**src/rtl/mw_pkg.sv**
```systemverilog
// Package: shared types for the serial link monitor.
// Assumes: pin vector order below is used by the synchronizer and core.
package mw_pkg;
    // Decoder phase within and between select windows.
    typedef enum logic [1:0] {
        ST_IDLE  = 2'd0,   // waiting for select to rise
        ST_ARMED = 2'd1,   // window open, no rising clock edge yet
        ST_XFER  = 2'd2,   // bit transfer in progress
        ST_STAT  = 2'd3    // status check in progress
    } mw_state_e;

    // Bit positions in the synchronized pin vector.
    localparam int PIN_SO = 0;
    localparam int PIN_SI = 1;
    localparam int PIN_SK = 2;
    localparam int PIN_CS = 3;
    localparam int NPINS  = 4;
endpackage

```
**src/rtl/mw_sync.sv**
```systemverilog
// Module: multi-bit flop-chain synchronizer.
// Does: moves W independent asynchronous levels into the clk domain.
// Assumes: each bit is a level that may be sampled independently.
module mw_sync #(
    parameter int W      = 4,
    parameter int STAGES = 2
) (
    input  logic         clk,
    input  logic         rst_n,
    input  logic [W-1:0] d_in,
    output logic [W-1:0] d_out
);
    logic [W-1:0] stg [STAGES];

    generate
        for (genvar s = 0; s < STAGES; s++) begin : g_stage
            // Purpose: one synchronizer stage, cleared by reset.
            always_ff @(posedge clk) begin
                if (!rst_n) stg[s] <= '0;
                else        stg[s] <= (s == 0) ? d_in : stg[(s == 0) ? 0 : s - 1];
            end
        end
    endgenerate

    assign d_out = stg[STAGES-1];
endmodule

```
**src/rtl/mw_edge.sv**
```systemverilog
// Module: edge detector over W synchronized levels.
// Does: compares each sample with the one a system clock earlier.
// Assumes: inputs are already synchronous to clk.
module mw_edge #(
    parameter int W = 2
) (
    input  logic         clk,
    input  logic         rst_n,
    input  logic [W-1:0] lvl,
    output logic [W-1:0] rise,
    output logic [W-1:0] fall
);
    logic [W-1:0] prev;

    // Purpose: hold the previous sample of every level.
    always_ff @(posedge clk) begin
        if (!rst_n) prev <= '0;
        else        prev <= lvl;
    end

    assign rise = lvl & ~prev;
    assign fall = ~lvl & prev;
endmodule

```
**src/rtl/mw_core.sv**
```systemverilog
// Module: window classifier and bit record generator.
// Does: sorts each select window into transfer or status check,
//       captures data-in on rising and data-out on falling clock,
//       emits one record per bit and a done pulse with a bit count.
// Assumes: levels and edges are synchronous; select/clock edges are
//          one system clock wide.
module mw_core
    import mw_pkg::*;
#(
    parameter int CNT_W = 16
) (
    input  logic             clk,
    input  logic             rst_n,
    input  logic             cs_rise,
    input  logic             cs_fall,
    input  logic             sk_lvl,
    input  logic             sk_rise,
    input  logic             sk_fall,
    input  logic             si_lvl,
    input  logic             so_lvl,
    output logic             bit_valid,
    output logic             bit_si,
    output logic             bit_so,
    output logic             bit_is_start,
    output logic             window_done,
    output logic [CNT_W-1:0] bit_count,
    output logic             status_valid,
    output logic             status_ready,
    output logic             err_sk_high_at_start,
    output logic             err_no_start_bit
);
    localparam logic [CNT_W-1:0] CNT_MAX = {CNT_W{1'b1}};

    mw_state_e state;
    logic      sk_phase;     // tracked clock phase, forced low at window start
    logic      pend_si;
    logic      pend_so;
    logic      pend_start;
    logic      fall_ok;
    logic      so_last;

    assign fall_ok = sk_fall & sk_phase;
    assign so_last = fall_ok ? so_lvl : pend_so;

    // Purpose: window state machine, capture and record output.
    always_ff @(posedge clk) begin
        if (!rst_n) begin
            state                <= ST_IDLE;
            sk_phase             <= 1'b0;
            pend_si              <= 1'b0;
            pend_so              <= 1'b0;
            pend_start           <= 1'b0;
            bit_valid            <= 1'b0;
            bit_si               <= 1'b0;
            bit_so               <= 1'b0;
            bit_is_start         <= 1'b0;
            window_done          <= 1'b0;
            bit_count            <= '0;
            status_valid         <= 1'b0;
            status_ready         <= 1'b0;
            err_sk_high_at_start <= 1'b0;
            err_no_start_bit     <= 1'b0;
        end else begin
            bit_valid   <= 1'b0;
            window_done <= 1'b0;
            if (state != ST_IDLE) begin
                if (sk_rise)      sk_phase <= 1'b1;
                else if (fall_ok) sk_phase <= 1'b0;
            end
            case (state)
                ST_IDLE: begin
                    if (cs_rise) begin
                        state                <= ST_ARMED;
                        sk_phase             <= 1'b0;
                        bit_count            <= '0;
                        bit_is_start         <= 1'b0;
                        status_valid         <= 1'b1;
                        status_ready         <= so_lvl;
                        err_sk_high_at_start <= sk_lvl;
                        err_no_start_bit     <= 1'b0;
                    end
                end
                ST_ARMED: begin
                    status_ready <= so_lvl;
                    if (cs_fall) begin
                        window_done <= 1'b1;
                        state       <= ST_IDLE;
                    end else if (sk_rise) begin
                        if (si_lvl) begin
                            state        <= ST_XFER;
                            status_valid <= 1'b0;
                            pend_si      <= 1'b1;
                            pend_so      <= 1'b0;
                            pend_start   <= 1'b1;
                        end else begin
                            state            <= ST_STAT;
                            err_no_start_bit <= 1'b1;
                        end
                    end
                end
                ST_STAT: begin
                    status_ready <= so_lvl;
                    if (cs_fall) begin
                        window_done <= 1'b1;
                        state       <= ST_IDLE;
                    end
                end
                ST_XFER: begin
                    if (cs_fall) begin
                        if (!sk_lvl) begin
                            bit_valid    <= 1'b1;
                            bit_si       <= pend_si;
                            bit_so       <= so_last;
                            bit_is_start <= pend_start;
                            if (bit_count != CNT_MAX) bit_count <= bit_count + 1'b1;
                        end
                        window_done <= 1'b1;
                        state       <= ST_IDLE;
                    end else if (sk_rise) begin
                        bit_valid    <= 1'b1;
                        bit_si       <= pend_si;
                        bit_so       <= pend_so;
                        bit_is_start <= pend_start;
                        if (bit_count != CNT_MAX) bit_count <= bit_count + 1'b1;
                        pend_si      <= si_lvl;
                        pend_so      <= 1'b0;
                        pend_start   <= 1'b0;
                    end else if (fall_ok) begin
                        pend_so <= so_lvl;
                    end
                end
                default: state <= ST_IDLE;
            endcase
        end
    end
endmodule

```
**src/rtl/mw_monitor.sv**
```systemverilog
// Module: top of the serial link monitor.
// Does: synchronizes the four link pins, finds select and clock edges,
//       and hands them to the window decoder.
// Assumes: system clock is several times faster than the serial clock.
module mw_monitor
    import mw_pkg::*;
#(
    parameter int CNT_W       = 16,
    parameter int SYNC_STAGES = 2
) (
    input  logic             clk,
    input  logic             rst_n,
    input  logic             cs_in,
    input  logic             sk_in,
    input  logic             si_in,
    input  logic             so_in,
    output logic             bit_valid,
    output logic             bit_si,
    output logic             bit_so,
    output logic             bit_is_start,
    output logic             window_done,
    output logic [CNT_W-1:0] bit_count,
    output logic             status_valid,
    output logic             status_ready,
    output logic             err_sk_high_at_start,
    output logic             err_no_start_bit
);
    logic [NPINS-1:0] pins_raw;
    logic [NPINS-1:0] pins_s;
    logic [1:0]       ck_rise;
    logic [1:0]       ck_fall;

    always_comb begin
        pins_raw         = '0;
        pins_raw[PIN_CS] = cs_in;
        pins_raw[PIN_SK] = sk_in;
        pins_raw[PIN_SI] = si_in;
        pins_raw[PIN_SO] = so_in;
    end

    mw_sync #(.W(NPINS), .STAGES(SYNC_STAGES)) u_sync (
        .clk   (clk),
        .rst_n (rst_n),
        .d_in  (pins_raw),
        .d_out (pins_s)
    );

    // Edge bit 1 is select, bit 0 is serial clock.
    mw_edge #(.W(2)) u_edge (
        .clk   (clk),
        .rst_n (rst_n),
        .lvl   ({pins_s[PIN_CS], pins_s[PIN_SK]}),
        .rise  (ck_rise),
        .fall  (ck_fall)
    );

    mw_core #(.CNT_W(CNT_W)) u_core (
        .clk                  (clk),
        .rst_n                (rst_n),
        .cs_rise              (ck_rise[1]),
        .cs_fall              (ck_fall[1]),
        .sk_lvl               (pins_s[PIN_SK]),
        .sk_rise              (ck_rise[0]),
        .sk_fall              (ck_fall[0]),
        .si_lvl               (pins_s[PIN_SI]),
        .so_lvl               (pins_s[PIN_SO]),
        .bit_valid            (bit_valid),
        .bit_si               (bit_si),
        .bit_so               (bit_so),
        .bit_is_start         (bit_is_start),
        .window_done          (window_done),
        .bit_count            (bit_count),
        .status_valid         (status_valid),
        .status_ready         (status_ready),
        .err_sk_high_at_start (err_sk_high_at_start),
        .err_no_start_bit     (err_no_start_bit)
    );
endmodule

```
**config.mk**
```make
export PLATFORM = sky130hd
export DESIGN_NAME = mw_monitor
export DESIGN_NICKNAME = d
export VERILOG_FILES = /design/src/rtl/mw_pkg.sv /design/src/rtl/mw_sync.sv /design/src/rtl/mw_edge.sv /design/src/rtl/mw_core.sv /design/src/rtl/mw_monitor.sv
export SDC_FILE = /design/constraint.sdc
export NUM_CORES = 1
export LEC_CHECK = 0
export ABC_AREA = 1
export CORE_MARGIN = 3
export CORE_UTILIZATION = 45
export DETAILED_ROUTE_END_ITERATION = 8
export PLACE_DENSITY = 0.65
export SYNTH_ARGS = -nofsm -noshare
export SYNTH_HDL_FRONTEND = slang
export SYNTH_SLANG_ARGS = --single-unit
```
**constraint.sdc**
```tcl
create_clock -name clk -period 3.3 [get_ports clk]
set_input_delay 0.66 -clock clk [delete_from_list [all_inputs] [get_ports clk]]
set_output_delay 0.66 -clock clk [all_outputs]
set_load 0.03 [all_outputs]
```
Word-level counts from Yosys, hierarchy flattened
Memory sizes are Yosys's and may differ from the RTL's.
Cells that the tools add are included.
- bits in registers: 33
- bits in latches: 0
- memory bits (writable): 8
- bits in read-only memories: 0
- input bits: 6
- output and inout bits: 25
- logic and storage cells: 122
- memories: 1
- memories (name ; depth ; width ; rd ports ; clocked after Yosys merged registers in ; write ports ; line ; text):
    u_sync.stg ; 2 ; 4 ; 2 ; 0 ; 2 ; mw_sync.sv:13 ; logic [W-1:0] stg [STAGES];
- add/subtract/negate cells: 1
- $mul: 0
- div/mod/pow operators: 0
- order comparisons: 0
- equality and inequality tests: 16
- shift-type cells: 0
- muxes and demuxes: 60
- bitwise operators: 7
- reductions and logical operators: 21
- operator list (kind ; count):
    16-bit 2-to-1 mux ; 5
    1-bit 2-to-1 mux ; 40
    16-bit case mux with 2 select lines ; 1
    16-bit by 1-bit adder with 16-bit output (second input constant) ; 1
    16-bit != test (second input constant) ; 1
    2-bit != test (second input constant) ; 8
    5-bit AND reduction ; 3
    1-bit case mux with 2 select lines ; 7
    2-bit nonzero test ; 6
    3-bit != test (second input constant) ; 3
    2-bit 2-to-1 mux ; 4
    4-bit 2-to-1 mux ; 2
    2-bit AND reduction ; 4
    2-bit case mux with 3 select lines ; 1
    3-bit AND reduction ; 2
    6-bit AND reduction ; 1
    2-bit AND ; 2
    2-bit equality test (second input constant) ; 2
    2-bit inverter ; 2
    4-bit AND reduction ; 1
    2-bit OR reduction ; 2
    3-bit OR reduction ; 1
    2-bit by 1-bit equality test with 1-bit output (second input constant) ; 1
    2-bit zero test ; 1
    other kinds (3) ; 4

Longest topological paths before layout
Gate-level depths: netlist of the first run.
An unclocked memory read counts as a cell.
- depth after elaboration: 9
- mapped depth: 11
- gate-level depth less buffers: 11

By module
Synthesis of the first run repeated with hierarchy kept, for this count alone.
- cells, all modules: 316
- area total of the unflattened synthesis: 2098.3 um2
- by module, submodules not included (module ; times used ; cells each ; area an instance (um2) ; sequential area each (um2)):
    mw_core ; 1 ; 277 ; 1783.0 ; 620.6
    mw_sync ; 1 ; 25 ; 225.2 ; 160.2
    mw_edge ; 1 ; 14 ; 90.1 ; 40.0

Worst setup path after synthesis of the first run
Ideal clock, no wire load.
- path type: flip-flop to flip-flop
- start point: register u_core.bit_count[1]
- end point: register u_core.bit_count[9]
- library setup time: 0.070 ns
- arrival: 1.599 ns
- required time: 3.230 ns
- slack: 1.631 ns
- cell stages (with the launch flop): 11
- buffers on the path: 1
- clock period less this slack: 1.669 ns
- cell sequence: dfxtp_1 ha_1 nand2_1 nor2_2 nand2_1 nor2_1 nand2_1 nand2_2 buf_6 nand2_1 a21oi_1
- cells in the longest elaborated chain, start to end: 5
- elaborated cells between the ends (all ways): 7
- those cells by class: add/sub: 1; eq/ne: 1; mux: 5
- ends and longest elaborated chain (what ; line ; text):
    from (decl) ; mw_core.sv:26 ; output logic [CNT_W-1:0] bit_count,
    from (signal assigned) ; mw_core.sv:115 ; if (bit_count != CNT_MAX) bit_count <= bit_count + 1'b1;
    from (signal assigned) ; mw_core.sv:124 ; if (bit_count != CNT_MAX) bit_count <= bit_count + 1'b1;
    16-bit by 1-bit adder with 16-bit output / 16-bit != test (equally long branches) ; mw_core.sv:115, mw_core.sv:124 ;
    16-bit 2-to-1 mux * ; mw_core.sv:115, mw_core.sv:124 ;
    16-bit 2-to-1 mux (on tied branches) ; mw_core.sv:119, mw_core.sv:110 ;
    16-bit 2-to-1 mux * ; mw_core.sv:109 ; if (cs_fall) begin
    16-bit case mux with 2 select lines * ; mw_core.sv:70 ; case (state)
Mark *: on every way between the ends. The rest lies on a longest branch, timed or not. The select of a mux whose other input is x is not followed.
A chain may end at the register's enable or synchronous reset.

Worst setup path in the final report of the first run
- start point: register u_core.bit_count[9]
- end point: output bit_count[9]
- RTL lines (what ; line ; text):
    to (decl) ; mw_monitor.sv:22 ; output logic [CNT_W-1:0] bit_count,
No word-level cell between the ends.

==> summary.md, run 1 <==
| Metric | Value |
|---|---|
| Status | `completed` |
| Clock Latency Late Sink | `0.30 ns` |
| Crit path cell chain | `clkdlybuf4s50_1` |
| Routed len/inst | `11.7 um` |
| Cell row count | `23` |
| Total Power | `~1.0 mW` |
| Grt met2 use | `30.2%` |
| Detailed Routing Iterations Pass 1 | `4` |
| CTS tree | `yes` |
| Clock H-tree levels | `2` |
| Required time worst endpoint | `2.64 ns` |
| Cell Area, Synth | `0.00203 mm2` |
| Antenna diode count | `0` |
| Fin. Hold Viols | `0` |
| Global-route usage over all layers | `18.4%` |
| Worst setup SP type | `flip-flop` |
| Grt ovf | `0` |
| GRT Max-Usage Layer | `met2` |
| Clock Tree Root | `clkbuf_8` |
| I/O Buffers | `30` |
| Final Cycle Share | `64.1%` |
| Post-CTS Setup Bufs | `0` |
| Die Span Y | `between 70 and 80 um` |
| CTS clk-pin slew, worst paths | `0.07 ns` |
| Detailed Route Iter0 Violations | `96` |
| Post-synthesis register bit count | `41` |
| CP max FO | `7` |
| Worst Hold Class | `flip-flop to flip-flop` |
| FMAX | `473 MHz` |
| Worst ir drop on vdd | `0.000368 V` |
| Most frequent cells in the layout | `nand2_1 (95), dfxtp_1 (41), inv_1 (37), nor2_1 (37), clkdlybuf4s50_1 (30)` |
| Vias | `1,917` |
| Syn Nets | `about 320` |
| Final worst slack | `around 1.2 ns` |
| Fin crit period | `2.11 ns` |
| Sequential cell area fraction in the yosys report | `40.5%` |
| Vias per inst | `4.85` |
| Layout cell share with drive strength beyond 1 | `about 8.1%` |
| Max clock buf depth | `2` |
| Worst-Margin Slew | `0.548 ns` |
| Leak Pwr | `1.01 nW` |
| Global-route wire length before repair | `7580 um` |
| Max Cap Viol | `0` |
| DP Wirelength | `roughly 3300 um` |
| DRC viols | `0` |
| Clk sinks | `just over 40` |
| Worst Setup Slack post-DPL | `approximately 1.1 ns` |
| CP Capture Type | `output port` |
| Final Skew | `0.00468 ns` |
| Area growth syn-to-layout | `22.5%` |
| Core region area | `roughly 0.0042 mm2` |
| Rel. slew slack | `63.4%` |
| Pwr dens | `410 mW/mm2` |
| Max stage delay on crit path | `0.71 ns` |
| Final Max Tran Viols | `0` |
| Data arrival, critical path | `1.45 ns` |
| Die area | `0.00534 mm2` |
| RSZ-0062 raised after global routing | `false` |
| Die width | `between 70 and 80 um` |
| Met3 Track Usage GR | `under 10%` |
| Yosys warns | `0` |
| RD Place Congestion | `0.792` |
| Starting density of the core | `just under 50%` |
| CTS resizes | `0` |
| Setup TNS | `0 ns` |
| Initial antenna violation count | `0` |
| Syn Inst Count | `311` |
| Largest net degree at the start of global routing | `25` |
| Mean Syn Cell Area | `6.51 um2` |
| Count of cell types in the netlist | `28` |
| Total CTS buffers | `5` |
| Met1 Track Usage GR | `between 20% and 30%` |
| Routed wire length | `4610 um` |
| CP max-delay cell | `clkdlybuf4s50_1` |
| Post-CTS Hold Buffers | `0` |
| Fill cell count | `420` |
| Antenna Nets Post-Route | `0` |
| Cell family with most CP delay | `buffers and inverters` |
| Vias in the first global route | `roughly 1.7k` |
| Worst path bufs/invs | `1` |
| Final setup violating endpoints | `0` |
| Kind of critical path | `flip-flop to output port` |
| Commonest non-fill, non-tap cell in the layout | `nand2_1` |
| # nets final | `between 300 and 400` |
| Num ports | `31` |
==> flip-flops by register name (all words and copies together) (netlist names), 2 cells and up <==
signal / count
u_edge.prev: 2
u_core.bit_count: 16
u_sync.stg: 8
u_core.state: 2
==> report_power, final <==
| group | total (mW) | internal, mW | leakage [nW] | switching, mW |
|---|---|---|---|---|
| registers | 0.513 | 0.505 | 0.333 | 0.00786 |
| logic | 0.0881 | 0.0294 | 0.618 | 0.0587 |
| clock network | 0.415 | 0.246 | 0.0585 | 0.169 |
| total | 1.02 | 0.781 | 1.01 | 0.235 |
==> cells in the mapped netlist, drive strengths merged <==
library cell  number  area [um2]
inv               42         158
clkbuf             3        11.3
nor3b              1        7.51
buf                3        27.5
nand2            100         388
a31oi              1        6.26
dfxtp             41         821
o21ai             15        78.8
xor2               1        8.76
a21oi             23         115
o21bai             3        22.5
a2111oi            1        8.76
xnor2              1        8.76
nand3             23         120
ha                 1        12.5
nor3               3        15.0
nor2              43         181
clkinv             1        3.75
or2                1        6.26
nand4              4        25.0
==> cells by family after synthesis <==
group	share of synthesized area [%]
AND/OR/NAND/NOR	36.7
buffers and inverters	9.88
AO/OA/AOI/OAI	11.4
flip-flops	40.5
XOR/XNOR	0.865
adder cells (fa/ha/maj)	0.618
==> through the flow <==
step | hold WS (ns) | cell area, um2 | util, % | std cells
after floorplan | 0.390 | 2030 | - | 311
after global placement | 0.394 | 2360 | 56.7 | 387
after detailed placement | 0.397 | 2360 | 56.7 | 387
after CTS | 0.415 | 2480 | 59.5 | 395
after global routing | 0.426 | 2480 | 59.5 | 395
final | 0.413 | 2480 | 59.5 | 395
==> final cells by class <==
class,count,area [um2],area share (%)
multi-input combinational,221,1000,40.5
inverter,43,161,6.51
clock inverter,1,30.0,1.21
timing repair buffer,32,315,12.7
sequential,41,821,33.1
tap,50,62.6,2.52
clock buffer,7,86.3,3.48
==> metal layers <==
layer  vias up  share of wire (%)
li1       1039                  -
met1       821                 45
met2        49                 47
met3         8                5.6
met4         0                1.8
met5         -                  0
==> final timing paths <==
check,from,end,slack [ns],cells past startpoint
max,u_core.bit_count[9],bit_count[9],1.19,1
min,u_sync.stg[0][3],u_sync.stg[1][3],0.41,2
max reg2reg,u_core.state[1],u_core.bit_count[0],1.44,8
min reg2reg,u_sync.stg[0][3],u_sync.stg[1][3],0.41,2
Power figures use the tool's default switching activity.
==> inputs of run 2 (changes only) <==
- clock period: 3.3 -> 2.2 ns (I/O delays scaled with it)
==> run 2 against run 1 <==
Effect of this change:
- flip-flop and latch count stayed put
- core utilization stayed put
- non-clock buffer count is 4 higher
- clock-buffer cell count unchanged
- die area stayed put
- critical path type unchanged
- sequential power increased by 50%
- sequential share of layout area stayed put
- largest power group unchanged
- clock power up 18%
==> summary.md, run 2 (synthesis gave the netlist of run 1 again) <==
| Metric | Value |
|---|---|
| Status | `completed` |
| Final Skew | `0.00975 ns` |
| Biggest registers after layout | `u_core.bit_count (16), u_sync.stg (8)` |
| Clock Tree Root | `clkbuf_8` |
| DRC viols | `0` |
| I/O Buffers | `30` |
| Total CTS buffers | `5` |
| Core region area | `approximately 0.0042 mm2` |
| Hold WS | `0.415 ns` |
| Detailed Route Iter0 Violations | `72` |
| Antenna Nets Post-Route | `0` |
| Sw Pwr | `0.342 mW` |
| Worst ir drop on vdd | `0.000404 V` |
| # nets final | `355` |
| Max stage delay on crit path | `roughly 0.7 ns` |
| Die Span Y | `73.1 um` |
| RD Place Congestion | `0.805` |
| Final Util | `59.5%` |
| Initial antenna violation count | `0` |
| Worst Hold Depth | `2` |
| Detailed Routing Iterations Pass 1 | `4` |
| Final Max Tran Viols | `0` |
| Final Cycle Share | `86.3%` |
| Layout cell share with drive strength beyond 1 | `between 8 and 9%` |
| Clock Latency Late Sink | `0.29 ns` |
| Crit path cell chain | `clkdlybuf4s50_1` |
| Setup TNS | `0 ns` |
| Largest register by flop count | `u_core.bit_count` |
| Routed wire length | `4490 um` |
| CP max FO | `6` |
| Commonest non-fill, non-tap cell in the layout | `nand2_1` |
| Vias in the first global route | `1,905` |
| Kind of critical path | `flip-flop to output port` |
| Most frequent cells in the layout | `nand2_1 (95), dfxtp_1 (41), inv_1 (37), nor2_1 (37), clkdlybuf4s50_1 (30)` |
| CP Capture Type | `output port` |
| Required time worst endpoint | `1.76 ns` |
| Switching share of power | `between 20 and 25%` |
| Register Area | `821 um2` |
| RR Startpoint | `u_core.bit_count[0]` |
| Cell row count | `23` |
| CTS tree | `yes` |
| Fin crit period | `1.90 ns` |
| Pwr dens | `about 560 mW/mm2` |
| Footprint of the multi-input gates | `0.00100 mm2` |
| Clock H-tree levels | `2` |
| Clock power frac | `35.1%` |
| Hold Crit Endpoint | `u_sync.stg[1][3]` |
| Max reg flops | `16` |
| CTS clk-pin slew, worst paths | `~0.080 ns` |
| Worst setup SP type | `flip-flop` |
| Worst Hold Class | `flip-flop to flip-flop` |
| Pint | `1.06 mW` |
| Num ports | `31` |
| Post-CTS Hold Buffers | `0` |
| Reg2reg setup slack | `roughly 0.47 ns` |
| Fin. Hold Viols | `0` |
| RR Endpoint | `u_core.bit_count[3]` |
| Routed len/inst | `11.3 um` |
| Area growth syn-to-layout | `22.5%` |
| Worst path bufs/invs | `1` |
| Global-route wire length before repair | `between 8000 and 9000 um` |
| Post-CTS Setup Bufs | `0` |
| Hold path startpoint | `u_sync.stg[0][3]` |
| Final setup violating endpoints | `0` |
| Rel. slew slack | `71.8%` |
| Antenna diode count | `0` |
| Leak Pwr | `1.01 nW` |
| Power share of the sequential group | `55.1%` |
| CP max-delay cell | `clkdlybuf4s50_1` |
| Die area | `0.00534 mm2` |
| Fill cell count | `around 430` |
| Worst-Margin Slew | `~0.41 ns` |
| Clk sinks | `41` |
| Cell family with most CP delay | `buffers and inverters` |
| DP Wirelength | `~3400 um` |
| Grt ovf | `0` |
| Starting density of the core | `48.5%` |
| Max clock buf depth | `2` |
| RSZ-0062 raised after global routing | `false` |
| Vias per inst | `4.91` |
| Largest net degree at the start of global routing | `24` |
| FMAX | `approximately 530 MHz` |
| Max Cap Viol | `0` |
| Global-route usage over all layers | `19.3%` |
| CTS resizes | `0` |
| Vias | `1,954` |
| Reg2Reg Depth | `9` |
| Data arrival, critical path | `1.46 ns` |
| Combinational fraction of design power | `9.9%` |
| Die width | `73.1 um` |
[run 2: changes by cell type in the layout (fill, tap and decap cells not counted), sizes merged]
cell and change:
buf +4, bufinv -1
[run 2: area by class of cell]
type | count | share of cell area, %
multi-input cells | 221 | 40.5
repair buffers | 36 | 13.9
well taps | 50 | 2.52
inverters | 43 | 6.51
clock buffers | 7 | 3.48
flip-flops and latches | 41 | 33.1
[run 2: power groups by stage]
stage          sequential, mW  combinational [mW]  clock [mW]
4_1_cts                 0.769               0.140       0.508
3_3_place_gp            0.786               0.139           0
3_5_place_dp            0.787               0.139           0
2_1_floorplan           0.795              0.0878           0
6_report                0.769               0.138       0.490
5_1_grt                 0.772               0.156       0.535
[run 2: per-stage QoR]
step                      worst slack, ns  instance area (um2)  instances  power (mW)
after floorplan                     0.531                 2030        311       0.883
after global placement              0.538                 2390        391       0.925
after detailed placement            0.403                 2390        391       0.926
after CTS                           0.292                 2480        398        1.42
after global routing                0.242                 2480        398        1.46
final                               0.302                 2480        398        1.40
[run 2: how the worst max path moves through the flow]
stage / from / endpoint / cells past startpoint / slack (ns)
6_report: u_core.bit_count[10] / bit_count[10] / 1 / 0.30
5_1_grt: u_core.bit_count[10] / bit_count[10] / 1 / 0.24
4_1_cts: u_core.bit_count[10] / bit_count[10] / 1 / 0.29
3_5_place_dp: rst_n / u_core.state[1] / 3 / 0.40
3_3_place_gp: rst_n / u_core.bit_count[10] / 7 / 0.54
2_1_floorplan: u_core.bit_count[1] / u_core.bit_count[9] / 10 / 0.53
[run 2: layer usage]
metal / routed length, um / vias to the layer above / global-route usage, %
li1: - / 1047 / -
met1: 2110 / 867 / 22.7
met4: 72 / 0 / 7.58
met2: 2130 / 33 / 33.4
met5: 0 / - / 0
met3: 182 / 7 / 4.82
